--- src/rtl/vid_ctrl_pkg.sv ---
package vid_ctrl_pkg;
  localparam int WORD_W = 16;
  localparam int ADDR_W = 16;
  localparam int CODE_W = 4;
  localparam int REG_W  = 8;
  localparam int IDX_W  = 5;

  typedef enum logic [1:0] {
    WK_NONE   = 2'd0,
    WK_REG    = 2'd1,
    WK_FIRST  = 2'd2,
    WK_SECOND = 2'd3
  } word_kind_e;
endpackage

--- src/rtl/vid_ctrl_decode.sv ---
module vid_ctrl_decode
  import vid_ctrl_pkg::*;
#(
  parameter int NUM_REGS = 24
) (
  input  logic              we_i,
  input  logic [WORD_W-1:0] word_i,
  input  logic              pend_i,
  output word_kind_e        kind_o,
  output logic              reg_hit_o
);
  always_comb begin
    kind_o = WK_NONE;
    if (we_i) begin
      if (pend_i)                     kind_o = WK_SECOND;
      else if (word_i[15:14] == 2'b10) kind_o = WK_REG;
      else                            kind_o = WK_FIRST;
    end
  end

  assign reg_hit_o = (kind_o == WK_REG) && (int'(word_i[12:8]) < NUM_REGS);
endmodule

--- src/rtl/vid_ctrl_regs.sv ---
module vid_ctrl_regs
  import vid_ctrl_pkg::*;
#(
  parameter int INC_REG    = 15,
  parameter int MODE_REG   = 1,
  parameter int DMA_EN_BIT = 4
) (
  input  logic              clk_i,
  input  logic              rst_ni,
  input  logic              hit_i,
  input  logic [IDX_W-1:0]  idx_i,
  input  logic [REG_W-1:0]  val_i,
  output logic              reg_we_o,
  output logic [IDX_W-1:0]  reg_idx_o,
  output logic [REG_W-1:0]  reg_val_o,
  output logic [REG_W-1:0]  auto_inc_o,
  output logic              dma_en_o
);
  localparam int NKEEP = 2;
  localparam int KEEP_IDX [NKEEP] = '{INC_REG, MODE_REG};

  logic [REG_W-1:0] keep_q [NKEEP];

  for (genvar g = 0; g < NKEEP; g++) begin : g_keep
    always_ff @(posedge clk_i or negedge rst_ni) begin
      if (!rst_ni)                                       keep_q[g] <= '0;
      else if (hit_i && (int'(idx_i) == KEEP_IDX[g]))    keep_q[g] <= val_i;
    end
  end

  always_ff @(posedge clk_i or negedge rst_ni) begin
    if (!rst_ni) begin
      reg_we_o  <= 1'b0;
      reg_idx_o <= '0;
      reg_val_o <= '0;
    end else begin
      reg_we_o <= hit_i;
      if (hit_i) begin
        reg_idx_o <= idx_i;
        reg_val_o <= val_i;
      end
    end
  end

  assign auto_inc_o = keep_q[0];
  assign dma_en_o   = keep_q[1][DMA_EN_BIT];
endmodule

--- src/rtl/vid_ctrl_cmd.sv ---
module vid_ctrl_cmd
  import vid_ctrl_pkg::*;
(
  input  logic              clk_i,
  input  logic              rst_ni,
  input  word_kind_e        kind_i,
  input  logic [WORD_W-1:0] word_i,
  input  logic              data_acc_i,
  input  logic [REG_W-1:0]  inc_i,
  output logic              pend_o,
  output logic [CODE_W-1:0] code_o,
  output logic [ADDR_W-1:0] addr_o
);
  localparam int LO_W = ADDR_W - 2;

  always_ff @(posedge clk_i or negedge rst_ni) begin
    if (!rst_ni) begin
      pend_o <= 1'b0;
      code_o <= '0;
      addr_o <= '0;
    end else begin
      unique case (kind_i)
        WK_FIRST: begin
          code_o[1:0]      <= word_i[15:14];
          addr_o[LO_W-1:0] <= word_i[LO_W-1:0];
          pend_o           <= 1'b1;
        end
        WK_SECOND: begin
          addr_o[ADDR_W-1:LO_W] <= word_i[1:0];
          code_o[3:2]           <= word_i[5:4];
          pend_o                <= 1'b0;
        end
        WK_REG: ;
        default: begin
          // control write takes priority over a data access
          if (data_acc_i) begin
            addr_o <= addr_o + ADDR_W'(inc_i);
            pend_o <= 1'b0;
          end
        end
      endcase
    end
  end
endmodule

--- src/rtl/vid_ctrl_dma.sv ---
module vid_ctrl_dma
  import vid_ctrl_pkg::*;
(
  input  logic clk_i,
  input  logic rst_ni,
  input  logic start_i,
  input  logic done_i,
  output logic busy_o
);
  always_ff @(posedge clk_i or negedge rst_ni) begin
    if (!rst_ni)      busy_o <= 1'b0;
    else if (start_i) busy_o <= 1'b1;
    else if (done_i)  busy_o <= 1'b0;
  end
endmodule

--- src/rtl/vid_ctrl_port.sv ---
module vid_ctrl_port
  import vid_ctrl_pkg::*;
#(
  parameter int NUM_REGS   = 24,
  parameter int INC_REG    = 15,
  parameter int MODE_REG   = 1,
  parameter int DMA_EN_BIT = 4,
  parameter int DMA_REQ_BIT = 7
) (
  input  logic        clk_i,
  input  logic        rst_ni,
  input  logic        ctrl_we_i,
  input  logic [15:0] ctrl_wdata_i,
  input  logic        data_acc_i,
  input  logic        dma_done_i,
  output logic        reg_we_o,
  output logic [4:0]  reg_idx_o,
  output logic [7:0]  reg_val_o,
  output logic [3:0]  acc_code_o,
  output logic [15:0] acc_addr_o,
  output logic [7:0]  auto_inc_o,
  output logic        dma_req_o,
  output logic [15:0] status_o
);
  word_kind_e kind;
  logic       reg_hit;
  logic       pend;
  logic       dma_en;
  logic       dma_start;

  vid_ctrl_decode #(.NUM_REGS(NUM_REGS)) u_dec (
    .we_i      (ctrl_we_i),
    .word_i    (ctrl_wdata_i),
    .pend_i    (pend),
    .kind_o    (kind),
    .reg_hit_o (reg_hit)
  );

  vid_ctrl_regs #(
    .INC_REG    (INC_REG),
    .MODE_REG   (MODE_REG),
    .DMA_EN_BIT (DMA_EN_BIT)
  ) u_regs (
    .clk_i      (clk_i),
    .rst_ni     (rst_ni),
    .hit_i      (reg_hit),
    .idx_i      (ctrl_wdata_i[12:8]),
    .val_i      (ctrl_wdata_i[7:0]),
    .reg_we_o   (reg_we_o),
    .reg_idx_o  (reg_idx_o),
    .reg_val_o  (reg_val_o),
    .auto_inc_o (auto_inc_o),
    .dma_en_o   (dma_en)
  );

  vid_ctrl_cmd u_cmd (
    .clk_i      (clk_i),
    .rst_ni     (rst_ni),
    .kind_i     (kind),
    .word_i     (ctrl_wdata_i),
    .data_acc_i (data_acc_i),
    .inc_i      (auto_inc_o),
    .pend_o     (pend),
    .code_o     (acc_code_o),
    .addr_o     (acc_addr_o)
  );

  assign dma_start = (kind == WK_SECOND) && ctrl_wdata_i[DMA_REQ_BIT] && dma_en;

  vid_ctrl_dma u_dma (
    .clk_i   (clk_i),
    .rst_ni  (rst_ni),
    .start_i (dma_start),
    .done_i  (dma_done_i),
    .busy_o  (dma_req_o)
  );

  assign status_o = {14'b0, dma_req_o, 1'b0};
endmodule

--- config.mk ---
export PLATFORM = sky130hd
export DESIGN_NAME = vid_ctrl_port
export DESIGN_NICKNAME = d
export VERILOG_FILES = /design/src/rtl/vid_ctrl_pkg.sv /design/src/rtl/vid_ctrl_decode.sv /design/src/rtl/vid_ctrl_regs.sv /design/src/rtl/vid_ctrl_cmd.sv /design/src/rtl/vid_ctrl_dma.sv /design/src/rtl/vid_ctrl_port.sv
export SDC_FILE = /design/constraint.sdc
export NUM_CORES = 1
export LEC_CHECK = 0
export BUFFER_PORTS_ARGS = -buffer_cell sky130_fd_sc_hd__buf_2
export CORE_ASPECT_RATIO = 0.9
export CORE_MARGIN = 1.5
export CORE_UTILIZATION = 54
export CTS_CLUSTER_SIZE = 20
export DETAILED_ROUTE_END_ITERATION = 12
export GPL_TIMING_DRIVEN = 0
export PLACE_DENSITY = 0.9
export SYNTH_ARGS = -nofsm -noshare
export SYNTH_HDL_FRONTEND = slang
export SYNTH_SLANG_ARGS = --single-unit
--- constraint.sdc ---
create_clock -name clk_i -period 4.6 [get_ports clk_i]
set_clock_uncertainty 0.1 [all_clocks]
set_input_delay 0.69 -clock clk_i [delete_from_list [all_inputs] [get_ports clk_i]]
set_output_delay 0.69 -clock clk_i [all_outputs]
set_load 0.005 [all_outputs]
==> results.json <==
{
  "first_iter_violations": 83,
  "synth_warnings": 0,
  "htreeDepth": 2,
  "globalplace.congestion": 0.801,
  "cp_max_fo": 3,
  "leakage_uw": 0.00149,
  "arrival_ps": 2340,
  "drc_errors": 0,
  "rows": 22,
  "syn-mean-instance-area_um2": 10.2,
  "grt_pass1_vias": 1829,
  "syn_inst": 232,
  "startpoint": "u_cmd.addr_o[0]",
  "syn_area_mm2": 0.00237,
  "min_period_ps": 2270,
  "cap_viol_max_count": 0,
  "ys_seq_elements": 45,
  "final.period_utilization_pct": 49.3,
  "ios": 80,
  "synth_area_leaders": "dfrtp_1, mux2_2, nand2_1, buf_4, ha_1",
  "hp-class": "reg2reg",
  "dp_hpwl_mm": 3.89,
  "path_clk_slew_ps": 90,
  "ys_seq_area_share_pct": 47.6,
  "io_buffers": 63,
  "grtUsageTotal_pct": 23.4,
  "cp_cell_sequence": "ha_1, fa_1, a211oi_1, o211ai_1, nand3_1, xor2_1, o21ai_0",
  "cts_resized": 0,
  "async_reset_ff_share_pct": 100,
  "worstReg2RegStart": "u_cmd.addr_o[0]",
  "cp_top_family": "adder cells",
  "cts_tree": "done",
  "worst_pin_slew_ps": 966,
  "worst-path-buf-inv": 0,
  "ant_nets": 0,
  "drt_pass1_iterations": 4,
  "synth_edf_count": 0,
  "drt-total-wl_mm": 5.19,
  "dpl_cell_area_mm2": 0.00280,
  "slew_viol_final": 0,
  "rsz0062_at_grt": "no",
  "synthToLayoutAreaGrowth_pct": 22.8,
  "max_freq_mhz": 441,
  "slowest_delay_ps": 440,
  "end_kind": "flop",
  "layout_commonest_cell": "buf_2",
  "cts_root_buffer": "clkbuf_8",
  "whs_ps": 374,
  "post-cts-setup-buffer-count": 0,
  "power_uw": 1110,
  "post_drt_wl_per_cell_um": 14.2,
  "yosysTopAreaCell": "dfrtp_1",
  "ys.flop_type": "dfrtp_1",
  "yosysUniqueCellTypes": 43,
  "die_h_um": 65.8,
  "antenna_cells": 0,
  "ctsHoldBuffers": 0,
  "final_cell_mix": "buf_2, dfrtp_1, nand2_1",
  "routed-via-count": 1984,
  "die_w_um": 72.8,
  "grt_pass1_wl_mm": 8.52,
  "ir_worst_vdd_uv": 265,
  "setup_viol": 0,
  "start_util_pct": 57.3,
  "crit_required_ps": 4680,
  "hold_start": "u_regs.reg_val_o[2]",
  "criticalPathCategory": "reg2reg",
  "antenna_found_initial": 0,
  "status": "finished, final reports clean",
  "synth_top_area_share_pct": 47.6,
  "layout.nets": 346,
  "final_util_pct": 70.4,
  "hold_viol_final": 0,
  "dieArea_mm2": 0.00479,
  "start_kind": "flop",
  "via_per_inst": 5.44,
  "numClockSinks": 45,
  "slowest_stage": "fa_1",
  "drive_gt1_share_pct": 34.1,
  "stdcell_area_mm2": 0.00291,
  "clk_path_buf_depth": 2,
  "finalSetupTns_ps": 0,
  "overflow": 0,
  "slew_headroom_pct": 35.6,
  "grt_max_degree": 46,
  "fillers": 331,
  "pwr_density_cell_mw_per_mm2": 382,
  "clock_latency_ps": 310,
  "core_mm2": 0.00413,
  "cts_buffers": 5
}
[worst paths after layout]
kind	endpoint	slack, ps	cells after the start
hold / removal	u_regs.reg_val_o[2]	370	2
hold reg to reg	u_regs.reg_val_o[2]	370	2
max in group asynchronous	u_regs.auto_inc_o[3]	3370	1
min in group asynchronous	u_regs.reg_idx_o[4]	430	1
setup reg to reg	u_cmd.addr_o[12]	2330	7
setup / recovery	u_cmd.addr_o[12]	2330	7
[worst reg2reg max path, cell delays in order, from the launching register on]
cell      delay, ps
dfrtp_1         420
ha_1            260
fa_1            440
a211oi_1        320
o211ai_1        190
nand3_1         140
xor2_1          170
o21ai_0         100
[cells by family after synthesis]
kind of cell / share of synthesized area [%]
adder cells (fa/ha/maj): 5.07
AND/OR/NAND/NOR: 15.8
AO/OA/AOI/OAI: 13.4
XOR/XNOR: 3.33
buffers and inverters: 6.71
flip-flops: 47.6
other: 0.158
multiplexers: 8.03
[stage by stage]
stage                     setup slack (ps)  cells
final                                 2330    365
after global routing                  2150    365
after CTS                             2340    365
after detailed placement              2110    357
after global placement                2140    357
after floorplan                       2460    246
[power by group]
part	switching [uW]	internal [uW]
logic	150	143
registers	51.7	466
clock network	138	163
[cell usage after synthesis, types with 2 or more instances]
cell	n
xor2_1	5
ha_1	8
buf_4	17
nand2b_1	2
o22ai_1	6
dfrtp_1	45
mux2_2	16
xnor2_1	4
nor2_1	8
a22oi_1	2
clkbuf_1	3
a31oi_1	3
o21ai_0	9
nand2_1	42
o31a_1	2
a211oi_1	2
or3_1	4
inv_1	3
o211ai_1	4
a21oi_1	14
nand3_1	7
nor4_1	2
a21o_1	4
[layer usage]
metal	vias up	routed length, um	global-route usage (%)
met5	-	0	0
li1	959	-	-
met2	86	2430	35.2
met3	5	469	7.16
met4	0	44	6.60
met1	934	2250	32.7
[area by class of cell]
cell class | count | area [um^2] | share of cell area (%)
well taps | 48 | 60.1 | 2.07
inverters | 4 | 15.0 | 0.517
flip-flops and latches | 45 | 1130 | 38.7
plain buffers | 21 | 144 | 4.95
multi-input cells | 176 | 1130 | 39.0
repair buffers | 63 | 315 | 10.8
clock buffers | 6 | 72.6 | 2.50
clock inverters | 2 | 38.8 | 1.33
[sequential cells by signal, summed over array words and instances (netlist names)]
name and flops:
u_cmd.addr_o 16, u_regs.reg_val_o 8, u_regs.auto_inc_o 8, u_regs.reg_idx_o 5
u_regs.reg_we_o 1, u_regs.dma_en_o 1, u_cmd.pend_o 1, u_dma.busy_o 1
u_cmd.code_o 4
(Power assumes the default switching activity.)
